**config.mk**
```make
export PLATFORM = sky130hd
export DESIGN_NAME = fault_resp_seq
export DESIGN_NICKNAME = d
export VERILOG_FILES = /design/src/rtl/fr_pkg.sv /design/src/rtl/fr_retry_timer.sv /design/src/rtl/fr_clear_ctl.sv /design/src/rtl/fault_resp_seq.sv
export SDC_FILE = /design/constraint.sdc
export NUM_CORES = 1
export LEC_CHECK = 0
export BUFFER_PORTS_ARGS = -buffer_cell sky130_fd_sc_hd__clkbuf_2
export CORE_UTILIZATION = 34
export DETAILED_ROUTE_END_ITERATION = 8
export PLACE_DENSITY = 0.57
export SLEW_MARGIN = 20
export SYNTH_ARGS = -nofsm -noshare
export SYNTH_HDL_FRONTEND = slang
export SYNTH_SLANG_ARGS = --single-unit
```
**constraint.sdc**
```tcl
create_clock -name clk -period 3.65 [get_ports clk]
set_clock_uncertainty 0.15 [all_clocks]
set_input_delay 0.73 -clock clk [delete_from_list [all_inputs] [get_ports clk]]
set_output_delay 0.73 -clock clk [all_outputs]
set_load 0.01 [all_outputs]
```
**src/rtl/fr_pkg.sv**
```systemverilog
package fr_pkg;

  typedef enum logic [1:0] {
    FR_IGNORE   = 2'd0,
    FR_HICCUP   = 2'd1,
    FR_LATCH    = 2'd2,
    FR_LATCH_B  = 2'd3
  } fr_mode_e;

  typedef enum logic [1:0] {
    FR_ST_OFF   = 2'd0,
    FR_ST_RUN   = 2'd1,
    FR_ST_WAIT  = 2'd2,
    FR_ST_LATCH = 2'd3
  } fr_state_e;

  // Bound a programmed delay into the legal window.
  function automatic logic [31:0] fr_clamp(input logic [31:0] v,
                                           input logic [31:0] lo,
                                           input logic [31:0] hi);
    logic [31:0] r;
    r = v;
    if (v < lo) r = lo;
    if (v > hi) r = hi;
    return r;
  endfunction

endpackage

```
**src/rtl/fr_retry_timer.sv**
```systemverilog
module fr_retry_timer #(
  parameter int unsigned RETRY_W = 17,
  parameter int unsigned MIN_MS  = 120,
  parameter int unsigned MAX_MS  = 83000
) (
  input  logic               clk,
  input  logic               rst_n,
  input  logic               load_i,
  input  logic               active_i,
  input  logic               tick_i,
  input  logic [RETRY_W-1:0] retry_ms_i,
  output logic               expire_o
);
  import fr_pkg::*;

  logic [RETRY_W-1:0] cnt_q;
  logic [RETRY_W-1:0] preset;

  assign preset   = RETRY_W'(fr_clamp(32'(retry_ms_i), 32'(MIN_MS), 32'(MAX_MS)));
  assign expire_o = active_i && tick_i && (cnt_q <= RETRY_W'(1));

  always_ff @(posedge clk) begin
    if (!rst_n) begin
      cnt_q <= '0;
    end else if (load_i) begin
      cnt_q <= preset;
    end else if (active_i && tick_i) begin
      if (cnt_q <= RETRY_W'(1)) cnt_q <= preset;
      else                      cnt_q <= cnt_q - RETRY_W'(1);
    end
  end

  assert_cnt_window_R6: assert property (@(posedge clk) disable iff (!rst_n)
    (active_i && !load_i) |-> (cnt_q >= RETRY_W'(1) && 32'(cnt_q) <= MAX_MS));

endmodule

```
**src/rtl/fr_clear_ctl.sv**
```systemverilog
module fr_clear_ctl (
  input  logic clk,
  input  logic rst_n,
  input  logic run_i,
  input  logic peer_run_i,
  input  logic share_i,
  input  logic clr_all_i,
  output logic clr_o
);
  logic run_q, peer_q;
  logic run_rise, peer_rise;

  assign run_rise  = run_i && !run_q;
  assign peer_rise = peer_i_gate();
  assign clr_o     = clr_all_i || run_rise || peer_rise;

  function automatic logic peer_i_gate();
    return share_i && peer_run_i && !peer_q;
  endfunction

  always_ff @(posedge clk) begin
    if (!rst_n) begin
      run_q  <= 1'b0;
      peer_q <= 1'b0;
    end else begin
      run_q  <= run_i;
      peer_q <= peer_run_i;
    end
  end

  assert_no_peer_clr_R9: assert property (@(posedge clk) disable iff (!rst_n)
    (!share_i && !clr_all_i && !run_rise) |-> !clr_o);

endmodule

```
**src/rtl/fault_resp_seq.sv**
```systemverilog
module fault_resp_seq #(
  parameter int unsigned RETRY_W = 17,
  parameter int unsigned MIN_MS  = 120,
  parameter int unsigned MAX_MS  = 83000
) (
  input  logic               clk,
  input  logic               rst_n,
  input  logic               fault_i,
  input  logic [1:0]         mode_i,
  input  logic [RETRY_W-1:0] retry_ms_i,
  input  logic               cmd_on_i,
  input  logic               run_i,
  input  logic               peer_run_i,
  input  logic               share_run_clr_i,
  input  logic               clr_all_i,
  input  logic               tick_1ms_i,
  output logic               drive_en_o,
  output logic               ss_start_o,
  output logic               fault_latched_o
);
  import fr_pkg::*;

  fr_state_e state_q, state_d;
  fr_mode_e  mode;
  logic      en;
  logic      set_evt;
  logic      load_evt;
  logic      ss_d;
  logic      timer_done;
  logic      clr_evt;
  logic      waiting;

  assign mode       = fr_mode_e'(mode_i);
  assign en         = cmd_on_i && run_i;
  assign waiting    = (state_q == FR_ST_WAIT);
  assign drive_en_o = (state_q == FR_ST_RUN);

  fr_retry_timer #(
    .RETRY_W (RETRY_W),
    .MIN_MS  (MIN_MS),
    .MAX_MS  (MAX_MS)
  ) u_timer (
    .clk        (clk),
    .rst_n      (rst_n),
    .load_i     (load_evt),
    .active_i   (waiting),
    .tick_i     (tick_1ms_i),
    .retry_ms_i (retry_ms_i),
    .expire_o   (timer_done)
  );

  fr_clear_ctl u_clear (
    .clk        (clk),
    .rst_n      (rst_n),
    .run_i      (run_i),
    .peer_run_i (peer_run_i),
    .share_i    (share_run_clr_i),
    .clr_all_i  (clr_all_i),
    .clr_o      (clr_evt)
  );

  always_comb begin
    state_d  = state_q;
    set_evt  = 1'b0;
    load_evt = 1'b0;
    ss_d     = 1'b0;
    unique case (state_q)
      FR_ST_OFF: begin
        if (en) begin
          state_d = FR_ST_RUN;
          ss_d    = 1'b1;
        end
      end
      FR_ST_RUN: begin
        if (!en) begin
          state_d = FR_ST_OFF;
        end else if (fault_i && mode == FR_HICCUP) begin
          state_d  = FR_ST_WAIT;
          set_evt  = 1'b1;
          load_evt = 1'b1;
        end else if (fault_i && (mode == FR_LATCH || mode == FR_LATCH_B)) begin
          state_d = FR_ST_LATCH;
          set_evt = 1'b1;
        end
      end
      FR_ST_WAIT: begin
        if (!en) begin
          state_d = FR_ST_OFF;
        end else if (timer_done && !fault_i) begin
          state_d = FR_ST_RUN;
          ss_d    = 1'b1;
        end
      end
      FR_ST_LATCH: begin
        if (!en) state_d = FR_ST_OFF;
      end
      default: state_d = FR_ST_OFF;
    endcase
  end

  always_ff @(posedge clk) begin
    if (!rst_n) begin
      state_q         <= FR_ST_OFF;
      ss_start_o      <= 1'b0;
      fault_latched_o <= 1'b0;
    end else begin
      state_q    <= state_d;
      ss_start_o <= ss_d;
      if (set_evt)      fault_latched_o <= 1'b1;
      else if (clr_evt) fault_latched_o <= 1'b0;
    end
  end

  assert_ss_single_R2: assert property (@(posedge clk) disable iff (!rst_n)
    ss_start_o |=> !ss_start_o);

  assert_ss_on_rise_R2: assert property (@(posedge clk) disable iff (!rst_n)
    ss_start_o |-> (drive_en_o && !$past(drive_en_o)));

  assert_ignore_hold_R3: assert property (@(posedge clk) disable iff (!rst_n)
    (drive_en_o && en && mode_i == 2'd0) |=> drive_en_o);

  assert_latch_cut_R7: assert property (@(posedge clk) disable iff (!rst_n)
    (drive_en_o && en && fault_i && mode_i[1]) |=> (!drive_en_o && fault_latched_o));

  assert_clear_R10: assert property (@(posedge clk) disable iff (!rst_n)
    (clr_all_i && !set_evt) |=> !fault_latched_o);

  assert_enable_drop_R11: assert property (@(posedge clk) disable iff (!rst_n)
    !en |=> !drive_en_o);

endmodule

```
# Word-level counts from Yosys, hierarchy flattened
# Cells that the tools add are included.
# W data, S select, Z words.
# word_totals
reg_bits	23
input_bits	28
out_inout_bits	3
word_cells	65
# classes
add_sub_neg	1
n_lt_le_gt_ge	3
n_eq_ne	10
n_mux	26
n_reduce_logical	19
# op_table
op	n
$mux W17	5
$gt A17 B17 Y1 const B	1
$le A17 B1 Y1 const B	1
$lt A17 B7 Y1 const B	1
$sub A17 B1 Y17 const B	1
$mux W2	7
$mux W1	12
$logic_and A1 B1 Y1	9
$eq A2 B2 Y1 const B	4
$pmux W2 S4	1
$eq A2 B1 Y1 const B	2
$ne A2 B2 Y1 const B	2
$ne A4 B2 Y1 const B	1
$reduce_and A4 Y1	1
$reduce_bool A2 Y1	2
$logic_not A1 Y1	3
$logic_or A1 B1 Y1	3
$ne A3 B3 Y1 const B	1
$logic_not A2 Y1	1
$pmux W1 S2	1

# Logic depth before layout (Yosys ltp)
# depth
depth_word	8
depth_mapped	8
depth_no_buf	8

# Modules after synthesis
# From an unflattened synthesis, not the netlist that was laid out.
# unflattened
cells_unflattened	195
area_unflattened_um2	1531.5
# by_module_without_submodules
mod	n_inst	cells_per_inst	area_per_inst_um2	seq_area_each_um2
fr_retry_timer	1	165	1268.7	340.3
fault_resp_seq	1	22	182.7	80.1
fr_clear_ctl	1	8	80.1	40.0

# Least setup slack after synthesis
# No wires, ideal clock.
# synth_path
path_type	input-to-reg
startpoint	input retry_ms_i[15]
endpoint	register u_timer.cnt_q[13]
setup_ns	0.074
arrival_time_ns	2.445
required_ns	3.426
path_slack_ns	0.980
path_stages	6
n_path_buf	0
cell_sequence	or4_4 o221a_1 a21o_1 and2_4 or4b_1 a31oi_1
# synth_between
elab_chain_len	6
elab_cells_between_ends	7
cone_classes	order compare (2); mux (5)
# synth_rtl
item	line_no	rtl
start, declared	fault_resp_seq.sv:10	input logic [RETRY_W-1:0] retry_ms_i,
$lt A17 B7 Y1	fr_pkg.sv:23	if (v < lo) r = lo;
$mux W17	fr_pkg.sv:23	
$mux W17 *	fr_pkg.sv:24	if (v > hi) r = hi;
$mux W17	fr_retry_timer.sv:28	if (cnt_q <= RETRY_W'(1)) cnt_q <= preset;
$mux W17	fr_retry_timer.sv:27	end else if (active_i && tick_i) begin
$mux W17 *	fr_retry_timer.sv:25	end else if (load_i) begin
end signal, assigned	fr_retry_timer.sv:26	cnt_q <= preset;
end signal, assigned	fr_retry_timer.sv:28	
end signal, assigned	fr_retry_timer.sv:29	else cnt_q <= cnt_q - RETRY_W'(1);
end, declared	fr_retry_timer.sv:16	logic [RETRY_W-1:0] cnt_q;
# Mark *: on every way between the ends. The rest lies on a longest branch, timed or not. The select of a mux whose other input is x is not followed.
# A chain may end at the register's enable or synchronous reset.

# Worst setup path after layout
# layout_path
startpoint	register u_timer.cnt_q[1]
endpoint	register u_timer.cnt_q[9]
# layout_between
elab_chain_len	4
elab_cells_between_ends	5
cone_classes	add/sub (1); order compare (1); mux (3)
# layout_rtl
item	line_no
$sub A17 B1 Y17 or $le A17 B1 Y1 (tied branches)	fr_retry_timer.sv:29, fr_retry_timer.sv:28
$mux W17 *	fr_retry_timer.sv:28
$mux W17 *	fr_retry_timer.sv:27
$mux W17 *	fr_retry_timer.sv:25
# Marks and branches as above.

==> metrics.md <==
| Metric | Value |
|---|---|
| Number of max-cap violations | 0 |
| Die Ht | 68.3 µm |
| Post-DP HPWL | 3.31 mm |
| DR vias/cell | 5.79 |
| Vias in the first global route | 1,550 |
| Tcrit/Tclk final | 79.0% |
| Fin. Hold Viols | 0 |
| CTS Sinks | 23 |
| Setup Fix Bufs, Post-CTS | 0 |
| Final Max Slew Viols | 0 |
| Multi-input gate area | 988 µm² |
| Total CTS buffers | 3 |
| Root buffer cell | clkbuf_8 |
| Share of synthesized cell area in full adder, half adder and majority cells | 1.68% |
| Worst slew pin tran | 908 ps |
| RSZ-0062 raised after global routing | false |
| Yosys reg bits | 23 |
| CP peak stage delay | 730 ps |
| LEAKAGE | 0.664 nW |
| Hold Path Class | reg -> reg |
| Max VDD drop | 136 µV |
| Crit-path cells | inv_1 -> ha_1 -> o2111a_1 -> a21oi_1 -> nand2_1 -> or4_1 -> a31oi_1 |
| CP delay by family, top | compound AO/OA/AOI/OAI gates |
| Cells after Synth | 194 |
| Top Ports | 31 |
| Main area contributors after synthesis | dfxtp_1 31%, nor2_1 5.5%, o21ai_0 4.4% |
| RD Place Congestion | 0.843 |
| Post-synthesis sequential area ratio | 30.8% |
| Worst R2R Setup Slack | 770 ps |
| Run status | finished clean |
| Power density cells | 280 nW/µm² |
| Clock buffer depth | 2 |
| PortBufs | 30 |
| Setup TNS Final | 0 ps |
| Mapped cell area | 1490 µm² |
| Number of enable flip-flop cells after synthesis | 0 |
| Final nets | 255 |
| Final setup viols | 0 |
| Async set or reset register ratio after synthesis | 0% |
| Initial Utilization | 36.3% |
| Crit-path max FO | 12 |
| CTS H-tree lvls | 1 |
| Crit. End Element | flip-flop |
| CP Data Required Time | 3690 ps |
| DRT Pass-1 Iters | 4 |
| Post-route cell area | 1740 µm² |
| Compound-Gate Fraction of Synth Area | 27.7% |
| Overflow after GRT | 0 |
| Total Routing Usage GR | 21.7% |
| Ant diodes | 0 |
| Fmax | 0.347 GHz |
| Most frequent cells after synthesis | 23 x dfxtp_1, 22 x nor2_1, 16 x nand2_1 |
| Synth-to-layout area growth | 16.8% |
| R2r worst-path depth | 7 |
| WS Path Type | reg -> reg |
| Routed WL | 4.37 mm |
| Cell depth of the worst setup path | 7 |
| Yosys warns | 0 |
| Fin crit period | 2880 ps |
| Syn_nets | 224 |
| DR iter-0 viols | 157 |
| Worst Path Buf+Inv | 1 |
| DR DRC count | 0 |
| Clock latency at the later pin of the worst-skew pair | 260 ps |
| Setup crit end | u_timer.cnt_q[9] |
| Post-synth cell types | 51 |
| Wire per inst | 16.0 µm |
| Die area | 4660 µm² |
| Share of layout cells above drive strength 1 | 20.5% |
| Synth Area in XOR/XNOR | 1.17% |
| Cell taking the most area after synthesis | dfxtp_1 |
| Slew HR | 39.5% |
| Post-synthesis mux area share | 0% |
| Synth Area per Inst | 7.70 µm² |
| Post-cts resize count | 0 |
| CTS tree | built |
| Largest family of logic cells by synthesized area | simple AND/OR/NAND/NOR gates |
| Hold buffers post-CTS | 0 |
| Count leader, synth | dfxtp_1 |
| Reg-to-Reg End | u_timer.cnt_q[9] |
| CP Launch Point | u_timer.cnt_q[1] |
| Sequential cell area | 460 µm² |
| Placed cell area | 1700 µm² |
| Most used DFF post-synth | dfxtp_1 |
| FILL cells | 447 |
| Core area | 4120 µm² |
| Rows | 23 |
| Global-route wire length before repair | 7.57 mm |
| Synth Area in Simple Gates | 35.6% |
| Slowest CP cell | a21oi_1 |
| Via count | 1,586 |
| Initial antenna violation count | 0 |
| CP arrival | 2930 ps |
| Synth top area share | 30.8% |
| Pin count of the biggest net entering global routing | 16 |
| Clk pin slew, worst setup/hold paths | 80 ps |
| Antenna Nets Post-Route | 0 |
| DIE WIDTH | 68.3 µm |
| Startpoint Class | flip-flop |
| Reg-to-Reg Start | u_timer.cnt_q[1] |
==> power by group <==
| group | switching, mW | internal, mW | total, mW |
|---|---|---|---|
| Sequential | 0.00248 | 0.254 | 0.256 |
| Clock | 0.0825 | 0.0780 | 0.160 |
| Combinational | 0.0418 | 0.0295 | 0.0713 |
==> metal layers <==
| layer | up-vias | GRT usage, % | routed length (µm) |
|---|---|---|---|
| met1 | 728 | 30.3 | 2100 |
| met4 | 0 | 6.77 | 44 |
| met5 | - | 0 | 0 |
| met2 | 57 | 32.4 | 1960 |
| met3 | 4 | 5.17 | 272 |
| li1 | 797 | - | - |
==> registers in the layout (all words and copies together) (netlist names) <==
register,count
u_timer.cnt_q,17
fault_latched_o,1
state_q,2
u_clear.run_q,1
ss_start_o,1
u_clear.peer_q,1
==> placed cells by master (no fill, tap or decap), types with 2 or more instances in the layout <==
cell / instances
inv_1: 6
buf_4: 2
or2_2: 2
nor4b_1: 2
a22oi_1: 3
o31a_1: 2
nor2b_1: 2
o21a_1: 3
nand2b_1: 4
or4_4: 2
nor4_1: 7
nor2_1: 22
o21ai_0: 13
xnor2_1: 2
nand3b_1: 3
a21o_1: 2
and2_1: 2
or4_1: 3
clkbuf_8: 3
a21oi_1: 7
a31oi_1: 7
clkbuf_2: 30
or3_1: 6
dfxtp_1: 23
nand3_1: 4
nand2_1: 16
nor3_1: 10
nand4b_1: 2
nor3b_1: 2
a211oi_1: 3
o221a_2: 2
o311ai_0: 2
o21bai_1: 3
ha_1: 2
==> kinds of logic (layout without fill, tap and decap cells) <==
group / count (synthesis) / in the layout
AND/OR/NAND/NOR: 96 / 96
AO/OA/AOI/OAI: 59 / 59
flip-flops: 23 / 23
buffers and inverters: 12 / 42
adder cells (fa/ha/maj): 2 / 2
XOR/XNOR: 2 / 2
==> per-stage QoR <==
step	setup slack (ps)	util, %	total power, mW	hold slack, ps	instances
2_1_floorplan	980	-	0.301	313	194
3_3_place_gp	743	41.3	0.333	343	270
3_5_place_dp	663	41.3	0.332	350	270
4_1_cts	796	42.4	0.489	361	274
5_1_grt	550	42.4	0.508	405	274
6_report	766	42.4	0.488	366	274
==> layout make-up <==
type	count	share of cell area [%]
multi-input combinational	159	56.7
sequential	23	26.4
timing repair buffer	32	9.47
tap	50	3.59
clock buffer	4	2.58
inverter	6	1.29
==> tightest hold or removal path, delay by kind of cell, from the launching register on <==
kind | cells | cell delay, ps
flip-flops | 1 | 330
AO/OA/AOI/OAI | 2 | 150
==> worst min path at each step <==
| stage | cells after the start | endpoint | startpoint | slack [ps] |
|---|---|---|---|---|
| 2_1_floorplan | 1 | ss_start_o | state_q[0] | 310 |
| 3_5_place_dp | 2 | u_timer.cnt_q[14] | u_timer.cnt_q[14] | 350 |
| 4_1_cts | 2 | u_timer.cnt_q[14] | u_timer.cnt_q[14] | 360 |
| 5_1_grt | 2 | u_timer.cnt_q[14] | u_timer.cnt_q[14] | 400 |
| 6_report | 2 | u_timer.cnt_q[10] | u_timer.cnt_q[10] | 370 |
| 3_3_place_gp | 2 | u_timer.cnt_q[14] | u_timer.cnt_q[14] | 340 |
Power figures use the tool's default switching activity.
